**src/rtl/mbx_pkg.sv**
```systemverilog
package mbx_pkg;
  // control register offsets inside the upper address half
  localparam int CTL_CMD  = 0;
  localparam int CTL_STAT = 1;
  localparam int CTL_DCNT = 2;
  localparam int CTL_DCTL = 3;
  localparam int CTL_DIST = 4;
  localparam int CTL_DMSK = 5;
  // status read bits
  localparam int ST_OUT_BUSY = 0;
  localparam int ST_IN_BUSY  = 1;
  localparam int ST_OVR      = 2;
  // status write bits
  localparam int WB_ACK  = 0;
  localparam int WB_CLR  = 1;
  // dma control write bits
  localparam int DC_GO   = 0;
  localparam int DC_DIR  = 1;
endpackage

```
**src/rtl/mbx_chan.sv**
```systemverilog
module mbx_chan #(
  parameter int       DW       = 16,
  parameter int       NW       = 16,
  parameter bit       HAS_LOAD = 1'b0,
  parameter bit [3:0] LOAD_OP  = 4'hA
) (
  input  logic                    clk,
  input  logic                    rst,
  input  logic                    wr_word,
  input  logic [$clog2(NW)-1:0]   wr_idx,
  input  logic                    wr_cmd,
  input  logic [DW-1:0]           wr_val,
  input  logic                    ack,
  input  logic                    clr_ovr,
  input  logic [$clog2(NW)-1:0]   rd_idx,
  output logic [DW-1:0]           rd_word,
  output logic [DW-1:0]           cmd_q,
  output logic                    busy_q,
  output logic                    irq_q,
  output logic                    ovr_q,
  output logic                    ld_we,
  output logic [DW-1:0]           ld_addr,
  output logic [DW-1:0]           ld_data
);
  localparam int IW = $clog2(NW);

  logic [DW-1:0] mem [NW];
  logic          take_cmd;
  logic          is_load;
  logic          ld_act;
  logic          ld_done;

  assign take_cmd = wr_cmd && !busy_q;
  assign is_load  = HAS_LOAD && (wr_val[DW-1 -: 4] == LOAD_OP);

  always_ff @(posedge clk) begin
    if (wr_word && !busy_q) mem[wr_idx] <= wr_val;
    rd_word <= mem[rd_idx];
  end

  always_ff @(posedge clk) begin
    if (rst) begin
      busy_q <= 1'b0;
      irq_q  <= 1'b0;
      ovr_q  <= 1'b0;
      cmd_q  <= '0;
    end else begin
      if (take_cmd) begin
        cmd_q  <= wr_val;
        busy_q <= 1'b1;
        irq_q  <= !is_load;
      end else if (ld_done) begin
        busy_q <= 1'b0;
      end else if (ack && busy_q && !ld_act) begin
        busy_q <= 1'b0;
        irq_q  <= 1'b0;
      end
      if (wr_cmd && busy_q) ovr_q <= 1'b1;
      else if (clr_ovr)     ovr_q <= 1'b0;
    end
  end

  generate
    if (HAS_LOAD) begin : g_load
      logic          act_q;
      logic [IW-1:0] k_q;
      logic [IW-1:0] n_q;
      logic [DW-1:0] base_q;
      logic [DW-1:0] addr_q;
      logic [DW-1:0] data_q;
      logic          we_q;

      always_ff @(posedge clk) begin
        if (rst) begin
          act_q  <= 1'b0;
          k_q    <= '0;
          n_q    <= '0;
          base_q <= '0;
          addr_q <= '0;
          we_q   <= 1'b0;
        end else begin
          we_q <= 1'b0;
          if (wr_word && !busy_q && wr_idx == '0) base_q <= wr_val;
          if (take_cmd && is_load) begin
            act_q <= 1'b1;
            k_q   <= IW'(1);
            n_q   <= wr_val[IW-1:0];
          end else if (act_q) begin
            if (n_q != '0) begin
              we_q   <= 1'b1;
              addr_q <= base_q + DW'(k_q) - DW'(1);
            end
            k_q <= k_q + 1'b1;
            if (n_q == '0 || k_q == n_q) act_q <= 1'b0;
          end
        end
      end

      always_ff @(posedge clk) begin
        if (act_q) data_q <= mem[k_q];
      end

      assign ld_act  = act_q;
      assign ld_done = act_q && (n_q == '0 || k_q == n_q);
      assign ld_we   = we_q;
      assign ld_addr = addr_q;
      assign ld_data = data_q;


      load_quiet_chk: assert property (@(posedge clk) disable iff (rst)
        act_q |-> (busy_q && !irq_q));
    end else begin : g_noload
      assign ld_act  = 1'b0;
      assign ld_done = 1'b0;
      assign ld_we   = 1'b0;
      assign ld_addr = '0;
      assign ld_data = '0;
    end
  endgenerate


  cmd_take_chk: assert property (@(posedge clk) disable iff (rst)
    (wr_cmd && !busy_q && !is_load) |=> (busy_q && irq_q));

  cmd_ovr_chk: assert property (@(posedge clk) disable iff (rst)
    (wr_cmd && busy_q) |=> (ovr_q && $stable(cmd_q)));

  ack_clear_chk: assert property (@(posedge clk) disable iff (rst)
    (ack && busy_q && !ld_act) |=> (!busy_q && !irq_q));
endmodule

```
**src/rtl/mbx_dma.sv**
```systemverilog
module mbx_dma #(
  parameter int DW    = 16,
  parameter int CNT_W = 16
) (
  input  logic             clk,
  input  logic             rst,
  input  logic             cnt_wr,
  input  logic             ctl_wr,
  input  logic             ist_wr,
  input  logic             msk_wr,
  input  logic [DW-1:0]    wdata,
  input  logic             dma_ack,
  output logic             dma_req,
  output logic             dma_dir,
  output logic             dma_irq,
  output logic [CNT_W-1:0] cnt_q,
  output logic [3:0]       ist_q,
  output logic [3:0]       msk_q
);
  import mbx_pkg::*;

  logic [CNT_W-1:0] rem_q;
  logic             go;
  logic             start_ok;
  logic             start_bad;
  logic             last;
  logic [3:0]       set_v;
  logic [3:0]       clr_v;

  assign go        = ctl_wr && wdata[DC_GO];
  assign start_ok  = go && !dma_req;
  assign start_bad = go && dma_req;
  assign last      = dma_req && dma_ack && (rem_q == '0);

  always_comb begin
    set_v = '0;
    if (start_bad) set_v[{1'b1, wdata[DC_DIR]}] = 1'b1;
    if (last)      set_v[{1'b0, dma_dir}]       = 1'b1;
    clr_v = ist_wr ? wdata[3:0] : 4'h0;
  end

  always_ff @(posedge clk) begin
    if (rst) begin
      cnt_q   <= '0;
      rem_q   <= '0;
      dma_req <= 1'b0;
      dma_dir <= 1'b0;
      ist_q   <= '0;
      msk_q   <= '0;
      dma_irq <= 1'b0;
    end else begin
      if (cnt_wr && !dma_req) cnt_q <= wdata[CNT_W-1:0];
      if (start_ok) begin
        dma_req <= 1'b1;
        dma_dir <= wdata[DC_DIR];
        rem_q   <= cnt_q;
      end else if (dma_req && dma_ack) begin
        if (rem_q == '0) dma_req <= 1'b0;
        else             rem_q   <= rem_q - 1'b1;
      end
      ist_q <= (ist_q & ~clr_v) | set_v;
      if (msk_wr) msk_q <= wdata[3:0];
      dma_irq <= |(ist_q & ~msk_q);
    end
  end


  req_rise_chk: assert property (@(posedge clk) disable iff (rst)
    $rose(dma_req) |-> $past(start_ok));

  req_fall_chk: assert property (@(posedge clk) disable iff (rst)
    last |=> !dma_req);

  busy_start_chk: assert property (@(posedge clk) disable iff (rst)
    (start_bad && !dma_ack) |=> (dma_req && $stable(dma_dir)));

  done_flag_chk: assert property (@(posedge clk) disable iff (rst)
    (last && !ist_wr) |=> ist_q[{1'b0, $past(dma_dir)}]);
endmodule

```
**src/rtl/proc_mailbox.sv**
```systemverilog
module proc_mailbox #(
  parameter int       DW      = 16,
  parameter int       NW      = 16,
  parameter int       CNT_W   = 16,
  parameter bit [3:0] LOAD_OP = 4'hA
) (
  input  logic                    clk,
  input  logic                    rst,
  input  logic [$clog2(NW):0]     host_addr,
  input  logic                    host_wr,
  input  logic [DW-1:0]           host_wdata,
  output logic [DW-1:0]           host_rdata,
  output logic                    host_irq,
  input  logic [$clog2(NW):0]     core_addr,
  input  logic                    core_wr,
  input  logic [DW-1:0]           core_wdata,
  output logic [DW-1:0]           core_rdata,
  output logic                    core_irq,
  output logic                    load_we,
  output logic [DW-1:0]           load_addr,
  output logic [DW-1:0]           load_data,
  output logic                    dma_req,
  output logic                    dma_dir,
  input  logic                    dma_ack,
  output logic                    dma_irq
);
  import mbx_pkg::*;
  localparam int IW = $clog2(NW);

  logic          h_ctl, c_ctl;
  logic [IW-1:0] h_off, c_off;
  logic          h_word_wr, h_cmd_wr, h_stat_wr;
  logic          c_word_wr, c_cmd_wr, c_stat_wr;
  logic          c_cnt_wr, c_dctl_wr, c_ist_wr, c_msk_wr;

  assign h_ctl     = host_addr[IW];
  assign h_off     = host_addr[IW-1:0];
  assign c_ctl     = core_addr[IW];
  assign c_off     = core_addr[IW-1:0];
  assign h_word_wr = host_wr && !h_ctl;
  assign h_cmd_wr  = host_wr && h_ctl && (h_off == IW'(CTL_CMD));
  assign h_stat_wr = host_wr && h_ctl && (h_off == IW'(CTL_STAT));
  assign c_word_wr = core_wr && !c_ctl;
  assign c_cmd_wr  = core_wr && c_ctl && (c_off == IW'(CTL_CMD));
  assign c_stat_wr = core_wr && c_ctl && (c_off == IW'(CTL_STAT));
  assign c_cnt_wr  = core_wr && c_ctl && (c_off == IW'(CTL_DCNT));
  assign c_dctl_wr = core_wr && c_ctl && (c_off == IW'(CTL_DCTL));
  assign c_ist_wr  = core_wr && c_ctl && (c_off == IW'(CTL_DIST));
  assign c_msk_wr  = core_wr && c_ctl && (c_off == IW'(CTL_DMSK));

  logic [DW-1:0] h2c_rd, h2c_cmd, c2h_rd, c2h_cmd;
  logic          h2c_busy, h2c_irq, h2c_ovr;
  logic          c2h_busy, c2h_irq, c2h_ovr;
  logic          unused_c2h_we;
  logic [DW-1:0] unused_c2h_a, unused_c2h_d;

  mbx_chan #(.DW(DW), .NW(NW), .HAS_LOAD(1'b1), .LOAD_OP(LOAD_OP)) u_h2c (
    .clk(clk), .rst(rst),
    .wr_word(h_word_wr), .wr_idx(h_off), .wr_cmd(h_cmd_wr), .wr_val(host_wdata),
    .ack(c_stat_wr && core_wdata[WB_ACK]),
    .clr_ovr(h_stat_wr && host_wdata[WB_CLR]),
    .rd_idx(c_off), .rd_word(h2c_rd), .cmd_q(h2c_cmd),
    .busy_q(h2c_busy), .irq_q(h2c_irq), .ovr_q(h2c_ovr),
    .ld_we(load_we), .ld_addr(load_addr), .ld_data(load_data)
  );

  mbx_chan #(.DW(DW), .NW(NW), .HAS_LOAD(1'b0), .LOAD_OP(LOAD_OP)) u_c2h (
    .clk(clk), .rst(rst),
    .wr_word(c_word_wr), .wr_idx(c_off), .wr_cmd(c_cmd_wr), .wr_val(core_wdata),
    .ack(h_stat_wr && host_wdata[WB_ACK]),
    .clr_ovr(c_stat_wr && core_wdata[WB_CLR]),
    .rd_idx(h_off), .rd_word(c2h_rd), .cmd_q(c2h_cmd),
    .busy_q(c2h_busy), .irq_q(c2h_irq), .ovr_q(c2h_ovr),
    .ld_we(unused_c2h_we), .ld_addr(unused_c2h_a), .ld_data(unused_c2h_d)
  );

  logic [CNT_W-1:0] d_cnt;
  logic [3:0]       d_ist, d_msk;

  mbx_dma #(.DW(DW), .CNT_W(CNT_W)) u_dma (
    .clk(clk), .rst(rst),
    .cnt_wr(c_cnt_wr), .ctl_wr(c_dctl_wr), .ist_wr(c_ist_wr), .msk_wr(c_msk_wr),
    .wdata(core_wdata), .dma_ack(dma_ack),
    .dma_req(dma_req), .dma_dir(dma_dir), .dma_irq(dma_irq),
    .cnt_q(d_cnt), .ist_q(d_ist), .msk_q(d_msk)
  );

  assign host_irq = c2h_irq;
  assign core_irq = h2c_irq;

  logic [DW-1:0] h_ctl_v, c_ctl_v, h_ctl_q, c_ctl_q;
  logic          h_sel_q, c_sel_q;

  always_comb begin
    h_ctl_v = '0;
    if (h_off == IW'(CTL_CMD)) h_ctl_v = c2h_cmd;
    else if (h_off == IW'(CTL_STAT)) begin
      h_ctl_v[ST_OUT_BUSY] = h2c_busy;
      h_ctl_v[ST_IN_BUSY]  = c2h_busy;
      h_ctl_v[ST_OVR]      = h2c_ovr;
    end
  end

  always_comb begin
    c_ctl_v = '0;
    case (c_off)
      IW'(CTL_CMD):  c_ctl_v = h2c_cmd;
      IW'(CTL_STAT): begin
        c_ctl_v[ST_OUT_BUSY] = c2h_busy;
        c_ctl_v[ST_IN_BUSY]  = h2c_busy;
        c_ctl_v[ST_OVR]      = c2h_ovr;
      end
      IW'(CTL_DCNT): c_ctl_v = DW'(d_cnt);
      IW'(CTL_DCTL): c_ctl_v = DW'({dma_dir, dma_req});
      IW'(CTL_DIST): c_ctl_v = DW'(d_ist);
      IW'(CTL_DMSK): c_ctl_v = DW'(d_msk);
      default:       c_ctl_v = '0;
    endcase
  end

  always_ff @(posedge clk) begin
    if (rst) begin
      h_sel_q <= 1'b1;
      c_sel_q <= 1'b1;
      h_ctl_q <= '0;
      c_ctl_q <= '0;
    end else begin
      h_sel_q <= h_ctl;
      c_sel_q <= c_ctl;
      h_ctl_q <= h_ctl_v;
      c_ctl_q <= c_ctl_v;
    end
  end

  assign host_rdata = h_sel_q ? h_ctl_q : c2h_rd;
  assign core_rdata = c_sel_q ? c_ctl_q : h2c_rd;
endmodule

```
**config.mk**
```make
export PLATFORM = sky130hd
export DESIGN_NAME = proc_mailbox
export DESIGN_NICKNAME = d
export VERILOG_FILES = /design/src/rtl/mbx_pkg.sv /design/src/rtl/mbx_chan.sv /design/src/rtl/mbx_dma.sv /design/src/rtl/proc_mailbox.sv
export SDC_FILE = /design/constraint.sdc
export NUM_CORES = 1
export LEC_CHECK = 0
export ABC_AREA = 1
export BUFFER_PORTS_ARGS = -buffer_cell sky130_fd_sc_hd__clkbuf_2
export CAP_MARGIN = 20
export CELL_PAD_IN_SITES_DETAIL_PLACEMENT = 1
export CELL_PAD_IN_SITES_GLOBAL_PLACEMENT = 2
export CORE_ASPECT_RATIO = 1.25
export CORE_MARGIN = 5
export CORE_UTILIZATION = 43
export CTS_CLUSTER_DIAMETER = 100
export DETAILED_ROUTE_END_ITERATION = 8
export MAX_ROUTING_LAYER = met4
export PLACE_DENSITY = 0.83
export SLEW_MARGIN = 20
export SYNTH_ARGS = -nofsm -noshare
export SYNTH_HDL_FRONTEND = slang
export SYNTH_HIERARCHICAL = 1
export SYNTH_SLANG_ARGS = --single-unit
```
**constraint.sdc**
```tcl
create_clock -name clk -period 4.2 [get_ports clk]
set_clock_uncertainty 0.05 [all_clocks]
set_input_delay 0.21 -clock clk [delete_from_list [all_inputs] [get_ports clk]]
set_output_delay 0.21 -clock clk [all_outputs]
set_load 0.01 [all_outputs]
```
After elaboration in Yosys (flattened, before gate mapping):

Memories as Yosys holds them, arrays and structs flattened. A register that Yosys moved wholly into a read port is not among the register bits.
Cells that the tools add are included.

* output and inout bits: 70
* word-level logic and storage cells: 160
* memory bits (writable): 512
* bits in registers: 156
* memories: 2

Memory list
* u_c2h.mem: words 16, bits a word 16, read ports 1, clocked after Yosys merged registers in 1, write ports 1, RTL line mbx_chan.sv:27 `logic [DW-1:0] mem [NW];`
* u_h2c.mem: words 16, bits a word 16, read ports 2, clocked after Yosys merged registers in 2, write ports 1, RTL line mbx_chan.sv:27

* reduce and logical (&&, ||, !) cells: 65
* magnitude comparators: 4
* add/subtract/negate cells: 4
* bitwise logic cells: 9
* muxes and demuxes: 40
* equality and inequality tests: 10

Operators with widths (count)
* 16-bit two-way mux: 5
* 13-bit case mux with 4 select lines: 1
* 1-bit logical AND: 36
* 16-bit by 1-bit subtractor with 16-bit output (second input constant): 2
* 1-bit two-way mux: 26
* 3-bit case mux with 6 select lines: 1
* 16-bit by 4-bit adder with 16-bit output: 1
* 16-bit zero test: 1
* 2-bit nonzero test: 7
* 4-bit zero test: 3
* 4-bit two-way mux: 3
* 4-bit AND: 2
* 4-bit by 1-bit equality test with 1-bit output (second input constant): 2
* 4-bit by 2-bit equality test with 1-bit output (second input constant): 2
* 4-bit by 3-bit equality test with 1-bit output (second input constant): 2
* 4-bit NOT: 2
* 1-bit zero test: 7
* 3-bit two-way mux: 2
* 2-bit AND reduction: 3
* 4-bit by 1-bit adder with 4-bit output (second input constant): 1
* 4-bit equality test: 1
* 4-bit equality test (second input constant): 1
* 2-bit by 1-bit inequality test with 1-bit output (second input constant): 2
* 4-bit by 2-bit bitwise OR with 4-bit output: 1
* 14 further kinds: 18

Logic depth before layout (Yosys ltp):

Gate-level depths: netlist of run 1.

* word-level depth: 8
* depth in mapped cells: 17

By module:

Netlist of run 1, hierarchy kept.

By module, submodules not included
* mbx_chan (u_h2c): area an instance 16752.3 sq um, seq. area each 9709.3 sq um, cells each 1759, times used 1
* mbx_chan (u_c2h): area an instance 12270.5 sq um, seq. area each 8368.0 sq um, cells each 1191, times used 1
* mbx_dma: area an instance 2192.1 sq um, seq. area each 860.8 sq um, cells each 318, times used 1
* proc_mailbox: area an instance 1823.0 sq um, seq. area each 680.7 sq um, cells each 232, times used 1

Worst setup path before layout of run 1:

No wires, ideal clock.

* path type: reg-to-reg
* start: register u_h2c.g_load.k_q[1]
* end: register u_h2c.g_load.addr_q[9], in the netlist u_h2c/ld_addr[9]
* slack: 1843 ps
* required time: 4035 ps
* path buffers: 1
* arrival time: 2192 ps
* clock period less this slack: 2357 ps
* stages on the path, launching flop included: 14
* path through: dfxtp_1 > inv_1 > clkbuf_1 > ha_1 > inv_1 > ha_1 > fa_1 > nand3_1 > nand2_1 > nand2_1 > nand2_1 > xor2_1 > o21ai_0 > inv_1

* word-level cells in the longest chain between the ends: 2

Ends and longest elaborated chain
* start, declared: RTL line mbx_chan.sv:66 `logic [IW-1:0] k_q;`
* start signal, assigned: RTL line mbx_chan.sv:93 `k_q <= k_q + 1'b1;`
* 16-bit by 4-bit adder with 16-bit output: RTL line mbx_chan.sv:91 `addr_q <= base_q + DW'(k_q) - DW'(1);`
* 16-bit by 1-bit subtractor with 16-bit output: RTL line mbx_chan.sv:91
* end signal, assigned: RTL line mbx_chan.sv:91
* end, declared: RTL line mbx_chan.sv:69 `logic [DW-1:0] addr_q;`

No other way between the ends.
A chain may end at the register's enable or synchronous reset.

Worst setup path after layout of run 1:

* start: register u_h2c.g_load.k_q[0]
* end: register u_h2c.g_load.addr_q[15], in the netlist u_h2c/ld_addr[15]

The elaborated chain is that of the path after synthesis.

==> reports/metrics.csv, run 1 <==
metric;value;unit
status;complete, no violations;
cp_common_cell;nand2_1;
dpl_cell_area;34020;um^2
yosys_warnings;6;
grt_setup_unrepaired;false;
place_congestion;0.8446;
grt_pass1_vias;26918;
worstSetupEndpointType;register;
area_delta_synth_final;11.97;%
cts_root_buffer;clkbuf_16;
grt_max_degree;239;
whs;0.04380;ns
initial_core_util;43.26;%
peakVddDrop;0.3239;mV
syn_area;32790;um^2
final_layout_size_suffix_gt1_share;11.48;%
ant_nets;0;
max_clock_freq;366.8;MHz
setup_viol;0;
gr-total-overflow;0;
fin_crit_sh;64.92;%
wire_per_inst;24.32;um
synth_area_per_cell;9.459;um^2
hold_viol_final;0;
cts_buffer_depth;3;
ios;117;
min_path_type;input port to register;
port_buffers;116;
htreeDepth;3;
worst-path-max-fanout;23;
syn-num-nets;3534;
die_area;81900;um^2
clkSinkCount;716;
dp_hpwl;67.27;mm
fin_tns_setup;0;ns
firstDrtPassIters;6;
worstSetupPathType;register to register;
die_h;318.7;um
final_area;36710;um^2
crit_chain;inv_2 > ha_1 > inv_1 > ha_1 > fa_1 > nand2_1 > nand2_1 > nand3_1 > nand2_1 > nand2_1 > nand2_1 > nand2_1 > nand3_1 > nand2_1 > inv_1;
post_cts_resized;0;
leakagePower;14.69;nW
grt_pass1_wl;165.8;mm
worstSkewPairLatency;0.64;ns
antenna_found_initial;4;
drcViolationCount;0;
max_cap_violations;0;
worstMarginPinSlew;1.422;ns
crit_buf_inv;3;
synth_cells;3466;
routed_wl;111.1;mm
clk_pin_slew;0.07;ns
cp_top_family;adder cells;
fp-row-count;113;
cts_tree;yes;
vias;25534;
cpMaxStageDelayCell;fa_1;
die_w;257.0;um
vias_per_cell;5.590;
final_nets;3595;
slowest_delay;0.50;ns
cts-buffers-inserted;77;
slew_violations;0;
core_area;75780;um^2
max_slew_margin;5.185;%
worstPathRequired;4.68;ns
crit_path_start_kind;register;
period_minus_slack;2.727;ns
grt_usage;27.25;%
power_density;426.9;nW/um^2
cp.arrival;3.21;ns
n_fill_cell;8517;
drtIter0Drc;1787;
==> worst min-delay path: cells and delay by family <==
kind                   cells  cell delay (ns)
AO/OA/AOI/OAI              1             0.11
buffers and inverters      2             0.18
AND/OR/NAND/NOR            3             0.20
==> state kept, by name, indices dropped and copies added (netlist names), 4 cells and up <==
name                 count
u_h2c/rd_word           16
u_c2h/rd_word           16
u_h2c/mem              256
u_h2c/g_load.base_q     16
u_dma/ist_q              4
u_h2c/g_load.k_q         4
u_h2c/cmd_q             16
h_ctl_q                 16
u_h2c/ld_addr           16
u_c2h/cmd_q             16
u_c2h/mem              256
u_h2c/ld_data           16
u_h2c/g_load.n_q         4
c_ctl_q                 16
u_dma/msk_q              4
u_dma/rem_q             16
u_dma/cnt_q             16
==> metal layers <==
metal	global-route usage, %	wire length (um)	vias up
met3	2.823	4635	207
met5	-	0	-
met2	48.88	57540	644
met1	31.78	44410	12922
met4	9.940	4500	0
li1	-	-	11761
==> path summary, 6_finish.rpt <==
path                                                  startpoint                             end  slack [ns]  depth (start not counted)
worst min-delay path                                     core_wr        u_c2h/ovr_q$_SDFFE_PP0P_        0.04                          6
worst min register to register      u_c2h/cmd_q[14]$_SDFFE_PP0P_          h_ctl_q[14]$_SDFF_PP0_        0.38                          2
worst max register to register  u_h2c/g_load.k_q[0]$_SDFFE_PP0P_  u_h2c/ld_addr[15]$_SDFFE_PP0P_        1.47                         15
worst max-delay path            u_h2c/g_load.k_q[0]$_SDFFE_PP0P_  u_h2c/ld_addr[15]$_SDFFE_PP0P_        1.47                         15
==> cell usage in the layout, fill, tap and decap left out, types with 13 or more instances in the layout <==
cell / n
nor2_1: 189
inv_2: 14
clkinv_2: 18
o211ai_1: 128
nor2_4: 13
clkbuf_1: 13
o21ai_0: 215
o21ai_1: 29
a21oi_1: 217
clkbuf_16: 80
ha_1: 20
dfxtp_1: 186
clkbuf_2: 112
nand2_1: 697
xor2_1: 14
buf_4: 53
inv_1: 464
mux2_2: 32
nand3_1: 425
nor2_2: 29
edfxtp_1: 528
==> what timing repair did <==
| action | CTS | global route |
|---|---|---|
| hold buffers | 8 | 0 |
| buffers inserted | 0 | 0 |
| endpoints found under the hold margin | 48 | 0 |
==> cell type report <==
| type | instances | area [um^2] | share of cell area, % |
|---|---|---|---|
| sequential | 716 | 19630 | 53.46 |
| clock inverter | 45 | 521.8 | 1.421 |
| antenna | 3 | 7.507 | 0.02045 |
| clock buffer | 95 | 2078 | 5.661 |
| multi-input combinational | 2072 | 10330 | 28.14 |
| timing repair buffer | 178 | 1115 | 3.037 |
| tap | 977 | 1222 | 3.330 |
| inverter | 482 | 1810 | 4.932 |
==> through the flow <==
step	utilization, %	setup WS, ns	total power [mW]	std cells
3_5_place_dp	44.90	1.467	8.773	4417
5_1_grt	48.44	1.226	16.19	4566
3_3_place_gp	44.90	1.507	8.743	4417
4_1_cts	48.43	1.439	15.81	4565
6_report	48.44	1.474	15.67	4568
2_1_floorplan	-	1.843	8.354	3466
==> power breakdown <==
part / internal [mW] / switching (mW)
combinational: 0.229 / 0.670
sequential: 7.67 / 0.0557
clock: 4.11 / 2.93
Power figures use the tool's default switching activity.
==> run 2, diff against run 1 <==
--- a/config.mk
+++ b/config.mk
@@ -12,11 +12,11 @@
 export CELL_PAD_IN_SITES_GLOBAL_PLACEMENT = 2
 export CORE_ASPECT_RATIO = 1.25
 export CORE_MARGIN = 5
-export CORE_UTILIZATION = 43
+export CORE_UTILIZATION = 40
 export CTS_CLUSTER_DIAMETER = 100
 export DETAILED_ROUTE_END_ITERATION = 8
 export MAX_ROUTING_LAYER = met4
-export PLACE_DENSITY = 0.83
+export PLACE_DENSITY = 0.78
 export SLEW_MARGIN = 20
 export SYNTH_ARGS = -nofsm -noshare
 export SYNTH_HDL_FRONTEND = slang
==> constraint.sdc (replaced) <==
create_clock -name clk -period 2.8 [get_ports clk]
set_clock_uncertainty 0.05 [all_clocks]
set_input_delay 0.14 -clock clk [delete_from_list [all_inputs] [get_ports clk]]
set_output_delay 0.14 -clock clk [all_outputs]
set_load 0.01 [all_outputs]
==> run 2 against run 1 <==
Net effect: via count shrank 0.50%; critical endpoint is now u_dma/cnt_q[0]$_SDFFE_PP0P_; register-to-register slack got worse by 0.97 ns; clock power grew 41%; critical path depth fell by 5; flip-flop and latch count is the same; cell count is 3.0% higher; setup slack lost 1.2 ns; sequential share of layout area is 0.45 points lower; combinational power up 56%.
==> reports/metrics.csv, run 2 (same netlist as run 1, synthesis figures left out) <==
metric;value;unit;change
multi_input_area;10290;um^2;-0.34%
grt_usage;25.23;%;-2.0 points
leakagePower;14.83;nW;+0.98%
reg2reg_from;u_h2c/g_load.k_q[0]$_SDFFE_PP0P_;;
core_area;81390;um^2;+7.4%
p_comb_share;6.1;%;+0.4 points
worstPathRequired;3.30;ns;-1.38 ns
final_layout_size_suffix_gt1_share;11.79;%;+0.30 points
fin_tns_setup;0;ns;unchanged
initial_core_util;40.28;%;-3.0 points
cts_root_buffer;clkbuf_16;;
placedCellCount;4539;;+2.8%
p_int;17.47;mW;+45%
grt.busiest_layer;met2;;
port_buffers;116;;unchanged
design_power_total;22.92;mW;+46%
reg2reg_setup_slack;0.50;ns;-0.97 ns
met3_usage;3.293;%;+0.47 points
slowest_delay;0.61;ns;+0.11 ns
area_delta_synth_final;12.93;%;
cp_top_family;buffers and inverters;;
wire_per_inst;23.31;um;-4.1%
crit_buf_inv;5;;+2
clkPwrFrac;43.4;%;-1.5 points
max_slew_margin;18.14;%;+13 points
stdcell_count;4706;;+3.0%
seq_area;19630;um^2;unchanged
drcViolationCount;0;;unchanged
final_area;37020;um^2;+0.85%
min_path_type;input port to register;;
hold_path_depth;1;;-5
swShare;23.80;%;+0.45 points
cp.arrival;3.04;ns;-0.17 ns
crit_path_start_kind;input port;;
gr-total-overflow;0;;unchanged
max_clock_freq;394.0;MHz;
fp-row-count;117;;+3.5%
cpMaxStageDelayCell;dlygate4sd3_1;;
die_area;87830;um^2;+7.2%
vias_per_cell;5.399;;-3.4%
period_minus_slack;2.538;ns;
routed_wl;109.7;mm;-1.2%
fin_crit_sh;90.64;%;
grt_max_degree;239;;unchanged
vias;25406;;-0.50%
grt_pass1_wl;164.2;mm;-0.97%
final_nets;3636;;+1.1%
place_congestion;0.8457;;+0.13%
rr_worst_depth;6;;-9
setup_viol;0;;unchanged
reg.largest.list;u_c2h/mem: 256 flops, u_h2c/mem: 256 flops;;
power_frac_seq;50.5;%;+1.2 points
hold_viol_final;0;;unchanged
grt_use_met1;30.50;%;-1.3 points
worstSetupPathType;input port to register;;
final_cell_mix;697 x nand2_1, 528 x edfxtp_1, 466 x inv_1, 425 x nand3_1, 217 x a21oi_1;;
die_w;266.1;um;+3.5%
drtIter0Drc;1897;;+6.2%
final_common_cell;nand2_1;;
power_density;619.1;nW/um^2;+45%
htreeDepth;3;;unchanged
worstSetupEndpointType;register;;
dpl_cell_area;34380;um^2;+1.1%
power.switching;5.456;mW;+49%
crit_chain;dlygate4sd3_1 > clkbuf_2 > nor2_2 > dlygate4sd3_1 > inv_1 > nor4_1 > nand2_1 > inv_1 > o21ai_0 > a21oi_1;;
cts-buffers-inserted;77;;unchanged
worstMarginPinSlew;1.228;ns;-0.1943 ns
dp_hpwl;69.32;mm;+3.0%
status;complete, no violations;;
hold-path-endpoint;u_h2c/mem[0][4]$_DFFE_PP_;;
clkSinkCount;716;;unchanged
antenna_found_initial;6;;+2
fin_util;45.49;%;-3.0 points
ios;117;;unchanged
grt_use_met2;43.30;%;-5.6 points
min_from;host_wdata[4];;
max_cap_violations;0;;unchanged
slew_violations;0;;unchanged
worst-path-max-fanout;17;;-26%
r2r-end;u_h2c/ld_data[1]$_DFFE_PP_;;
n_fill_cell;9290;;+9.1%
peakVddDrop;0.4530;mV;+40%
firstDrtPassIters;5;;-1
grt_setup_unrepaired;false;;
post_cts_buffers;0;;unchanged
cts_tree;yes;;
clk_pin_slew;0.06;ns;about the same
startpoint;core_addr[2];;
ant_nets;0;;unchanged
grt_pass1_vias;26596;;-1.2%
worstSkewPairLatency;0.64;ns;about the same
cts_buffer_depth;3;;unchanged
die_h;330.1;um;+3.6%
run 2: changes by cell type in the layout (fill, tap and decap cells not counted), moves of 2 or more:
| cell | change |
|---|---|
| buf_12 | +5 |
| buf_4 | +24 |
| bufinv_16 | -6 |
| clkbuf_1 | +5 |
| clkbuf_16 | -3 |
| clkbuf_8 | +5 |
| clkinv_1 | +7 |
| clkinv_2 | -6 |
| clkinvlp_4 | -2 |
| dlygate4sd3_1 | +13 |
| inv_1 | +2 |
| nor2_2 | +7 |
| nor2_4 | -7 |
run 2: metal layers:
metal,wire length [um],vias to the layer above
met5,0,-
met4,4533,0
met3,4410,197
met2,55340,582
met1,45420,12798
li1,-,11829
run 2: stage by stage:
stage / hold slack [ns] / setup slack, ns
floorplan: 0.1889 / 0.4430
global placement: 0.3501 / 0.4513
detailed placement: 0.3469 / 0.4422
CTS: 0.002069 / 0.3228
global route: 0.03981 / 0.04360
finish: 0.03013 / 0.2621
run 2: worst max path at each step:
stage / end / slack [ns] / cells after the start
3_5_place_dp: u_h2c/ld_addr[12]$_SDFFE_PP0P_ / 0.44 / 12
4_1_cts: u_dma/rem_q[14]$_SDFFE_PP0P_ / 0.32 / 13
6_report: u_dma/cnt_q[0]$_SDFFE_PP0P_ / 0.26 / 10
2_1_floorplan: u_h2c/ld_addr[9]$_SDFFE_PP0P_ / 0.44 / 13
5_1_grt: u_dma/rem_q[6]$_SDFFE_PP0P_ / 0.04 / 12
3_3_place_gp: u_h2c/ld_addr[12]$_SDFFE_PP0P_ / 0.45 / 12
run 2: cell type report:
type                            instances  area share, %
Multi-Input combinational cell       2072          27.81
Antenna cell                            4        0.02704
Tap cell                             1071          3.619
Inverter                              482          4.890
Clock buffer                          103          5.660
Sequential cell                       716          53.01
Timing Repair Buffer                  219          4.106
Clock inverter                         39         0.8820
run 2: power by group through the flow:
stage | Clock (mW) | Sequential (mW) | Combinational (mW)
final | 9.94 | 11.6 | 1.40
after global routing | 10.7 | 11.6 | 1.52
after CTS | 10.2 | 11.6 | 1.41
after detailed placement | 0 | 11.8 | 1.38
after global placement | 0 | 11.8 | 1.34
after floorplan | 0 | 11.8 | 0.765
run 2: what timing repair did:
| action | CTS | global route |
|---|---|---|
| hold endpoints to repair | 143 | 0 |
| gates resized for setup | 0 | 0 |
| hold buffers | 21 | 0 |
==> run 3, diff against run 2 <==
==> constraint.sdc (replaced) <==
create_clock -name clk -period 2.55 [get_ports clk]
set_clock_uncertainty 0.05 [all_clocks]
set_input_delay 0.1275 -clock clk [delete_from_list [all_inputs] [get_ports clk]]
set_output_delay 0.1275 -clock clk [all_outputs]
set_load 0.01 [all_outputs]
==> run 3 against run 2 <==
Net effect: power increased by 10%; sequential share of layout area fell by 0.31 points; via count up 0.17%; critical path type is now register to register; largest power group unchanged; combinational power is 14% higher; hold slack better by 0.017 ns; cell area increased by 0.59%.
==> reports/metrics.csv, run 3 (same netlist as run 1, synthesis figures left out) <==
metric;value;unit;change
max_clock_freq;421.2;MHz;
final_nets;3653;;+0.47%
fin_tns_setup;0;ns;unchanged
clk_pin_slew;0.06;ns;about the same
multi_input_area;10290;um^2;unchanged
grt_usage;25.20;%;-0.030 points
fin_crit_sh;93.11;%;
slowest_delay;0.48;ns;-0.13 ns
place_congestion;0.8449;;about the same
n_fill_cell;9262;;-0.30%
antenna_found_initial;4;;-2
ant_nets;0;;unchanged
initial_core_util;40.28;%;unchanged
peakVddDrop;0.4824;mV;+6.5%
wl_met2;55.78;mm;+0.79%
htreeDepth;3;;unchanged
period_minus_slack;2.374;ns;
setup_viol;0;;unchanged
final_common_cell;nand2_1;;
min_path_type;input port to register;;
leakagePower;14.95;nW;+0.79%
die_h;330.1;um;unchanged
pre_cts_slack;0.2130;ns;-0.2291 ns
stdcell_count;4717;;+0.23%
ios;117;;unchanged
crit_path_start_kind;register;;
power_density;678.7;nW/um^2;+9.6%
vias;25449;;+0.17%
worstMarginPinSlew;1.343;ns;+0.1154 ns
layout_setup_ws;0.1758;ns;-0.08638 ns
slew_violations;0;;unchanged
wire_per_inst;23.16;um;-0.65%
max_slew_margin;10.45;%;-7.7 points
worstPathRequired;2.85;ns;-0.45 ns
die_w;266.1;um;unchanged
drcViolationCount;0;;unchanged
clkSinkCount;716;;unchanged
worst-path-max-fanout;238;;+221
post_cts_resized;0;;unchanged
reg.largest.list;u_c2h/mem: 256 flops, u_h2c/mem: 256 flops;;
core_area;81390;um^2;unchanged
grt_pass1_wl;164.3;mm;about the same
status;complete, no violations;;
crit_chain;buf_12 > a21oi_1 > o21ai_1 > o21ai_1 > o211ai_1 > nand2_1;;
routed_wl;109.3;mm;-0.42%
fp-row-count;117;;unchanged
cp_top_family;compound AO/OA/AOI/OAI gates;;
dp_hpwl;70.16;mm;+1.2%
worstSetupPathType;register to register;;
vias_per_cell;5.395;;about the same
drtIter0Drc;1929;;+1.7%
worstSkewPairLatency;0.62;ns;-0.02 ns
port_buffers;116;;unchanged
area_delta_synth_final;13.59;%;
met3_wirelength;4.967;mm;+13%
cpMaxStageDelayCell;buf_12;;
postCtsHoldBufs;19;;-9.5%
wirelength_met1;44.22;mm;-2.6%
hold_viol_final;0;;unchanged
cts_root_buffer;clkbuf_16;;
whs;0.04665;ns;+0.01652 ns
highest_layer;met4;;
post_cts_buffers;0;;unchanged
seq_area;19630;um^2;unchanged
gr-total-overflow;0;;unchanged
grt_max_degree;239;;unchanged
final_cell_mix;697 x nand2_1, 528 x edfxtp_1, 466 x inv_1, 425 x nand3_1, 217 x a21oi_1;;
placedCellCount;4558;;+0.42%
fin_util;45.76;%;+0.27 points
worstSetupEndpointType;register;;
max_cap_violations;0;;unchanged
design_power_total;25.28;mW;+10%
final_layout_size_suffix_gt1_share;12.19;%;+0.40 points
final_area;37240;um^2;+0.59%
dpl_cell_area;34610;um^2;+0.67%
grt_pass1_vias;26773;;+0.67%
cts_tree;yes;;
die_area;87830;um^2;unchanged
cts-buffers-inserted;77;;unchanged
cts_buffer_depth;3;;unchanged
crit_buf_inv;1;;-4
cp.arrival;2.67;ns;-0.37 ns
grt_setup_unrepaired;false;;
cp_common_cell;o21ai_1;;
firstDrtPassIters;6;;+1
run 3: worst paths after layout:
path	from	slack, ns	endpoint	depth (start not counted)
max	u_h2c/g_load.k_q[0]$_SDFFE_PP0P_	0.18	u_h2c/ld_data[5]$_DFFE_PP_	6
min	host_addr[2]	0.05	h_ctl_q[2]$_SDFF_PP0_	6
max reg2reg	u_h2c/g_load.k_q[0]$_SDFFE_PP0P_	0.18	u_h2c/ld_data[5]$_DFFE_PP_	6
min reg2reg	u_c2h/cmd_q[7]$_SDFFE_PP0P_	0.37	h_ctl_q[7]$_SDFF_PP0_	2
run 3: worst register-to-register path: stages (launching register included):
cell and delay, ns:
dfxtp_4 0.36, buf_12 0.48, a21oi_1 0.67, o21ai_1 0.14
o21ai_1 0.11, o211ai_1 0.22, nand2_1 0.09
run 3: power by group:
group	leakage (nW)	internal, mW	switching, mW	total [mW]
Clock	1.19	6.40	4.59	11.0
Sequential	6.29	12.6	0.0575	12.7
Combinational	7.47	0.435	1.16	1.59
Total	15.0	19.5	5.80	25.3
run 3: final cells by class:
| class | count | share of cell area [%] |
|---|---|---|
| antenna | 3 | 0.02016 |
| tap | 1071 | 3.598 |
| clock buffer | 109 | 5.785 |
| inverter | 482 | 4.861 |
| sequential | 716 | 52.70 |
| timing repair buffer | 236 | 4.646 |
| multi-input combinational | 2072 | 27.64 |
| clock inverter | 28 | 0.7492 |
run 3: layer usage:
metal / vias to the layer above / GRT usage [%]
met5: - / -
met4: 0 / 9.079
met3: 192 / 2.898
met2: 645 / 43.88
met1: 12753 / 30.40
li1: 11859 / -
